$ cat src/rtl/fsw_pkg.sv
package fsw_pkg;
  localparam int WORD_W = 32;
  typedef logic [WORD_W-1:0] word_t;

  // Accepted store after arbitration
  typedef struct packed {
    logic  vld;
    word_t data;
  } win_t;
endpackage

$ cat src/rtl/fsw_counter.sv
module fsw_counter #(
  parameter int CW = 32
) (
  input  logic          clk,
  input  logic          rst,
  output logic [CW-1:0] cnt_o
);
  logic [CW-1:0] cnt_q;

  always_ff @(posedge clk) begin
    if (rst) cnt_q <= '0;
    else     cnt_q <= cnt_q + CW'(1);
  end

  assign cnt_o = cnt_q;
endmodule

$ cat src/rtl/fsw_arbiter.sv
module fsw_arbiter
  import fsw_pkg::*;
#(
  parameter int          NCORE    = 4,
  parameter int          AW       = 9,
  parameter logic [AW-1:0] CNT_ADDR = 9'h1F1
) (
  input  logic [NCORE-1:0]        req_i,
  input  logic [NCORE*AW-1:0]     addr_i,
  input  logic [NCORE*WORD_W-1:0] data_i,
  output logic [NCORE-1:0]        grant_o,
  output win_t                    win_o
);
  logic [NCORE-1:0] hit;

  genvar g;
  generate
    for (g = 0; g < NCORE; g++) begin : g_hit
      assign hit[g] = req_i[g] && (addr_i[g*AW +: AW] == CNT_ADDR);
    end
  endgenerate

  // Lowest-numbered hit wins: scan downward so the lowest overrides
  always_comb begin
    grant_o = '0;
    win_o   = '0;
    for (int i = NCORE - 1; i >= 0; i--) begin
      if (hit[i]) begin
        grant_o    = '0;
        grant_o[i] = 1'b1;
        win_o.vld  = 1'b1;
        win_o.data = data_i[i*WORD_W +: WORD_W];
      end
    end
  end
endmodule

$ cat src/rtl/fsw_decode.sv
module fsw_decode
  import fsw_pkg::*;
#(
  parameter int NSW  = 64,
  parameter int IDXW = (NSW > 1) ? $clog2(NSW) : 1
) (
  input  win_t            win_i,
  output logic            we_o,
  output logic [IDXW-1:0] idx_o,
  output logic            val_o
);
  logic [WORD_W-2:0] sel;
  logic              in_range;

  assign sel      = win_i.data[WORD_W-1:1];
  assign in_range = (sel < (WORD_W-1)'(NSW));
  assign we_o     = win_i.vld && in_range;
  assign idx_o    = sel[IDXW-1:0];
  assign val_o    = win_i.data[0];
endmodule

$ cat src/rtl/fsw_bank.sv
module fsw_bank #(
  parameter int NSW  = 64,
  parameter int IDXW = (NSW > 1) ? $clog2(NSW) : 1
) (
  input  logic            clk,
  input  logic            rst,
  input  logic            we_i,
  input  logic [IDXW-1:0] idx_i,
  input  logic            val_i,
  output logic [NSW-1:0]  sw_o
);
  logic [NSW-1:0] sw_q;

  genvar g;
  generate
    for (g = 0; g < NSW; g++) begin : g_sw
      always_ff @(posedge clk) begin
        if (rst)                                    sw_q[g] <= 1'b0;
        else if (we_i && (idx_i == IDXW'(g)))       sw_q[g] <= val_i;
      end
    end
  endgenerate

  assign sw_o = sw_q;
endmodule

$ cat src/rtl/feature_switch_bank.sv
module feature_switch_bank
  import fsw_pkg::*;
#(
  parameter int            NCORE    = 4,
  parameter int            AW       = 9,
  parameter int            DW       = WORD_W,
  parameter int            NSW      = 64,
  parameter logic [AW-1:0] CNT_ADDR = 9'h1F1
) (
  input  logic                 clk,
  input  logic                 rst,
  input  logic [NCORE-1:0]     wr_req_i,
  input  logic [NCORE*AW-1:0]  wr_addr_i,
  input  logic [NCORE*DW-1:0]  wr_data_i,
  input  logic [AW-1:0]        rd_addr_i,
  output logic [DW-1:0]        rd_data_o,
  output logic [DW-1:0]        cnt_o,
  output logic [NSW-1:0]       feat_en_o
);
  localparam int IDXW = (NSW > 1) ? $clog2(NSW) : 1;

  logic [NCORE-1:0] grant;
  win_t             win;
  logic             dec_we;
  logic [IDXW-1:0]  dec_idx;
  logic             dec_val;
  logic [DW-1:0]    cnt;
  logic [DW-1:0]    rd_q;

  fsw_counter #(.CW(DW)) u_cnt (
    .clk   (clk),
    .rst   (rst),
    .cnt_o (cnt)
  );

  fsw_arbiter #(.NCORE(NCORE), .AW(AW), .CNT_ADDR(CNT_ADDR)) u_arb (
    .req_i   (wr_req_i),
    .addr_i  (wr_addr_i),
    .data_i  (wr_data_i),
    .grant_o (grant),
    .win_o   (win)
  );

  fsw_decode #(.NSW(NSW), .IDXW(IDXW)) u_dec (
    .win_i (win),
    .we_o  (dec_we),
    .idx_o (dec_idx),
    .val_o (dec_val)
  );

  fsw_bank #(.NSW(NSW), .IDXW(IDXW)) u_bank (
    .clk   (clk),
    .rst   (rst),
    .we_i  (dec_we),
    .idx_i (dec_idx),
    .val_i (dec_val),
    .sw_o  (feat_en_o)
  );

  // Read path: the counter address keeps returning the count
  always_ff @(posedge clk) begin
    if (rst)                        rd_q <= '0;
    else if (rd_addr_i == CNT_ADDR) rd_q <= cnt;
    else                            rd_q <= '0;
  end

  assign rd_data_o = rd_q;
  assign cnt_o     = cnt;
endmodule

$ cat config.mk
export PLATFORM = sky130hd
export DESIGN_NAME = feature_switch_bank
export DESIGN_NICKNAME = d
export VERILOG_FILES = /design/src/rtl/fsw_pkg.sv /design/src/rtl/fsw_counter.sv /design/src/rtl/fsw_arbiter.sv /design/src/rtl/fsw_decode.sv /design/src/rtl/fsw_bank.sv /design/src/rtl/feature_switch_bank.sv
export SDC_FILE = /design/constraint.sdc
export NUM_CORES = 1
export LEC_CHECK = 0
export ABC_CLOCK_PERIOD_IN_PS = 5800
export CORE_MARGIN = 3
export CORE_UTILIZATION = 47
export CTS_CLUSTER_DIAMETER = 40
export DETAILED_ROUTE_END_ITERATION = 10
export GPL_ROUTABILITY_DRIVEN = 0
export PLACE_DENSITY = 0.86
export SLEW_MARGIN = 20
export SYNTH_ARGS = -nofsm -noshare
export SYNTH_HDL_FRONTEND = slang
export SYNTH_HIERARCHICAL = 1
export SYNTH_SLANG_ARGS = --single-unit
$ cat constraint.sdc
create_clock -name clk -period 5.8 [get_ports clk]
set_clock_uncertainty 0.05 [all_clocks]
set_input_delay 1.16 -clock clk [delete_from_list [all_inputs] [get_ports clk]]
set_output_delay 1.16 -clock clk [all_outputs]
set_load 0.05 [all_outputs]
Yosys cells after proc, flatten, opt, wreduce, memory -nomap -nowiden
Cells that the tools add are included.
{ "op_classes": {"add_sub_neg": 1, "order_cmp": 1, "eq_ne": 68, "mux": 4, "bitwise_logic": 1, "n_reduce_logical": 71} }
{ "op_table": {"columns": ["operator", "count"], "rows": [
  ["6-bit equality test (second input constant)", 32],
  ["33-bit two-way mux", 4],
  ["6-bit by 5-bit equality test with 1-bit output (second input constant)", 16],
  ["1-bit logical AND", 69],
  ["6-bit by 4-bit equality test with 1-bit output (second input constant)", 8],
  ["9-bit equality test (second input constant)", 5],
  ["32-bit by 1-bit adder with 32-bit output (second input constant)", 1],
  ["31-bit by 7-bit less-than comparator with 1-bit output (second input constant)", 1],
  ["6-bit by 3-bit equality test with 1-bit output (second input constant)", 4],
  ["6-bit by 2-bit equality test with 1-bit output (second input constant)", 2],
  ["6-bit by 1-bit equality test with 1-bit output (second input constant)", 1],
  ["6-bit zero test", 1],
  ["2-bit OR reduction", 1],
  ["1-bit inverter", 1]
]} }
{ "totals": {"register_bits": 128, "in_bits": 179, "out_inout_bits": 128, "word_cells": 212} }

Logic depth before layout (Yosys ltp)
{ "depth": {"ltp_word": 9, "ltp_mapped": 15} }

Hierarchy
Netlist, hierarchy kept.
{ "modules_own_cells": {"columns": ["mod", "instances", "cells_per_inst", "area_per_inst_um2", "seq_area_each_um2"], "rows": [
  ["fsw_bank", 1, 302, 2924.1, 1281.2],
  ["fsw_counter", 1, 168, 1475.2, 640.6],
  ["fsw_arbiter", 1, 208, 1357.6, 0.0],
  ["feature_switch_bank", 1, 109, 1273.7, 640.6],
  ["fsw_decode", 1, 17, 123.9, 0.0]
]} }

Worst setup path after synthesis
Ideal clock, no wire load.
{ "synth_path": {"path_type": "input port to flip-flop", "from": "input port wr_addr_i[19]", "to": "register u_bank.sw_q[4] (netlist: u_bank/sw_o[4])", "arrival_ps": 3734, "slack_ps": 1884, "cell_stages": 13, "path_buffers": 3, "cell_sequence": "or4b_1 > or3_1 > buf_6 > buf_6 > nand3_2 > a32oi_1 > nor4b_2 > nand4_1 > nor2_1 > nor3b_2 > buf_2 > nand2_1 > mux2i_1"} }
{ "synth_lines": {"columns": ["element", "line", "source"], "rows": [
  ["start: declaration", "feature_switch_bank.sv:13", "input logic [NCORE*AW-1:0] wr_addr_i,"],
  ["end signal: indexed assignment", "fsw_bank.sv:19", "else if (we_i && (idx_i == IDXW'(g))) sw_q[g] <= val_i;"],
  ["end: declaration", "fsw_bank.sv:12", "logic [NSW-1:0] sw_q;"]
]} }

==> results.tsv <==
metric	value	unit
Worst-Skew Late Latency	0.41	ns
Sink Count	128	
Setup TNS Final	0	ns
PostCTS Resize Cnt	0	
warnings from Yosys	6	
hold crit path type	flop to flop	
Final nets	1250	
grt met2 use	0.469	
global-route wire length before repair	38.0	mm
Crit Path Class	input pin to flop	
Initial Utilization	0.486	
status	finished clean	
Max Cap Viol	0	
initial antenna violation count	1	
leakage power	0.00397	uW
Final Slew Violations	0	
Critical Path Fanout Max	30	
Mean Syn Cell Area	8.91	um^2
sw power	469	uW
CP Capture Type	flop	
# port buffers	306	
GR Overflow Total	0	
critical path cell sequence	clkdlybuf4s50_1 > or4b_1 > or3_2 > nand3_2 > a32oi_1 > nor4b_2 > nand4_1 > nor2_1 > and3_1 > nand2_1 > mux2i_1	
die footprint	0.0167	mm^2
grt peak-use layer	met2	
final setup violation count	0	
Pre-antenna DRT Iters	6	
Pwr per Cell Area	202	mW/mm^2
row cnt	44	
Fin. Hold Viols	0	
Ports	307	
area delta synth->final	50.4	%
Worst Path Required	5.98	ns
Slew headroom	0.334	
Post-Syn Instances	801	
cts hold-fix bufs	0	
delay-heaviest family, CP	simple AND/OR/NAND/NOR gates	
Post-Syn Nets	981	
die height	129	um
RSZ-0062 raised after global routing	no	
clock network power share	0.507	
initial DRC count	602	
post-CTS setup buffer count	0	
Arr. time, crit path	5.07	ns
core area	0.0147	mm^2
hpwl dp	17.7	mm
routed wire length	25.1	mm
GRT Total Usage	0.290	
Die Wd	129	um
Crit-path slowest cell	or3_2	
CP startpoint kind	input pin	
Routed wire per std cell	19.8	um
Syn Std Cell Area	0.00714	mm^2
most common cell after layout, fill and taps aside	clkdlybuf4s50_1	
GRT met1 Usage	0.377	
Slew @ Worst Pin	0.999	ns
TritonCTS clock tree	built	
multi-input gate area in the final layout	0.00399	mm^2
Final Total Pwr	2170	uW
CTS root buffer	clkbuf_16	
FF/Latch Area	0.00256	mm^2
Internal	1700	uW
most frequent cells in the layout	305 x clkdlybuf4s50_1, 128 x dfxtp_1, 126 x nand2_1, 80 x mux2i_1, 64 x nand2b_1	
crit path buf inv count	1	
Max Root-Sink Buffers	2	
met3 Use GR	0.0886	
ANT nets after route	0	
largest net degree at the start of global routing	102	
Worst-path clk slew	0.06	ns
fraction of layout instances using a drive strength above 1	0.106	
CTS H-tree depth	4	
ant diodes	0	
Worst path max stage delay	0.78	ns
utilization after layout	0.731	
Layout fillers	1075	
Max Fclk	0.204	GHz
total number of vias	7224	
period utilization	0.843	
residual DRC count	0	
vias in the first global route	6929	
fin crit period	4.89	ns
worst vdd ir	205	uV
Reg power frac	0.408	
sw frac	0.217	
Via density	5.70	
CTS buffer count	17	
Comb power frac	0.085	
tightest hold or removal path, stage by stage (launching register included):
cell and delay [ns]:
dfxtp_1 0.31, nand2b_1 0.06, mux2i_1 0.06
final cells by class:
cell class	count	area share
timing repair buffer	326	0.299
sequential	128	0.239
inverter	38	0.0133
clock buffer	20	0.0416
tap	184	0.0214
clock inverter	12	0.0147
multi-input combinational	559	0.372
power by group through the flow:
stage	sequential (uW)	clock [uW]	combinational [uW]
5_1_grt	884	1140	193
4_1_cts	884	1110	183
3_3_place_gp	903	0	181
2_1_floorplan	909	0	44.0
3_5_place_dp	903	0	182
6_report	884	1100	183
per-layer routing:
metal	part of all wire	vias to the layer above
met5	0.00032	-
met4	0.019	2
met3	0.093	41
met2	0.47	369
met1	0.41	3448
li1	-	3364
final timing paths:
check / from / endpoint / cells after the start / slack (ns)
setup / recovery: wr_addr_i[19] / u_bank/sw_o[48] / 11 / 0.91
hold / removal: u_bank/sw_o[53] / u_bank/sw_o[53] / 2 / 0.43
setup reg to reg: u_cnt/cnt_o[3] / u_cnt/cnt_o[21] / 4 / 3.34
hold reg to reg: u_bank/sw_o[53] / u_bank/sw_o[53] / 2 / 0.43
per-stage QoR:
stage / worst slack, ns / hold slack [ns] / instance area (um^2) / std cells
after global routing: 0.724 / 0.443 / 10700 / 1267
after detailed placement: 0.484 / 0.416 / 10100 / 1235
after global placement: 0.622 / 0.411 / 10100 / 1235
after floorplan: 1.88 / 0.628 / 7140 / 801
after CTS: 0.811 / 0.426 / 10700 / 1267
final: 0.910 / 0.425 / 10700 / 1267
flip-flops by register name (all words and copies together) (netlist names):
name,count
rd_data_o,32
u_bank/sw_o,64
u_cnt/cnt_o,32
Note: power is estimated with default switching activity, not from simulation.
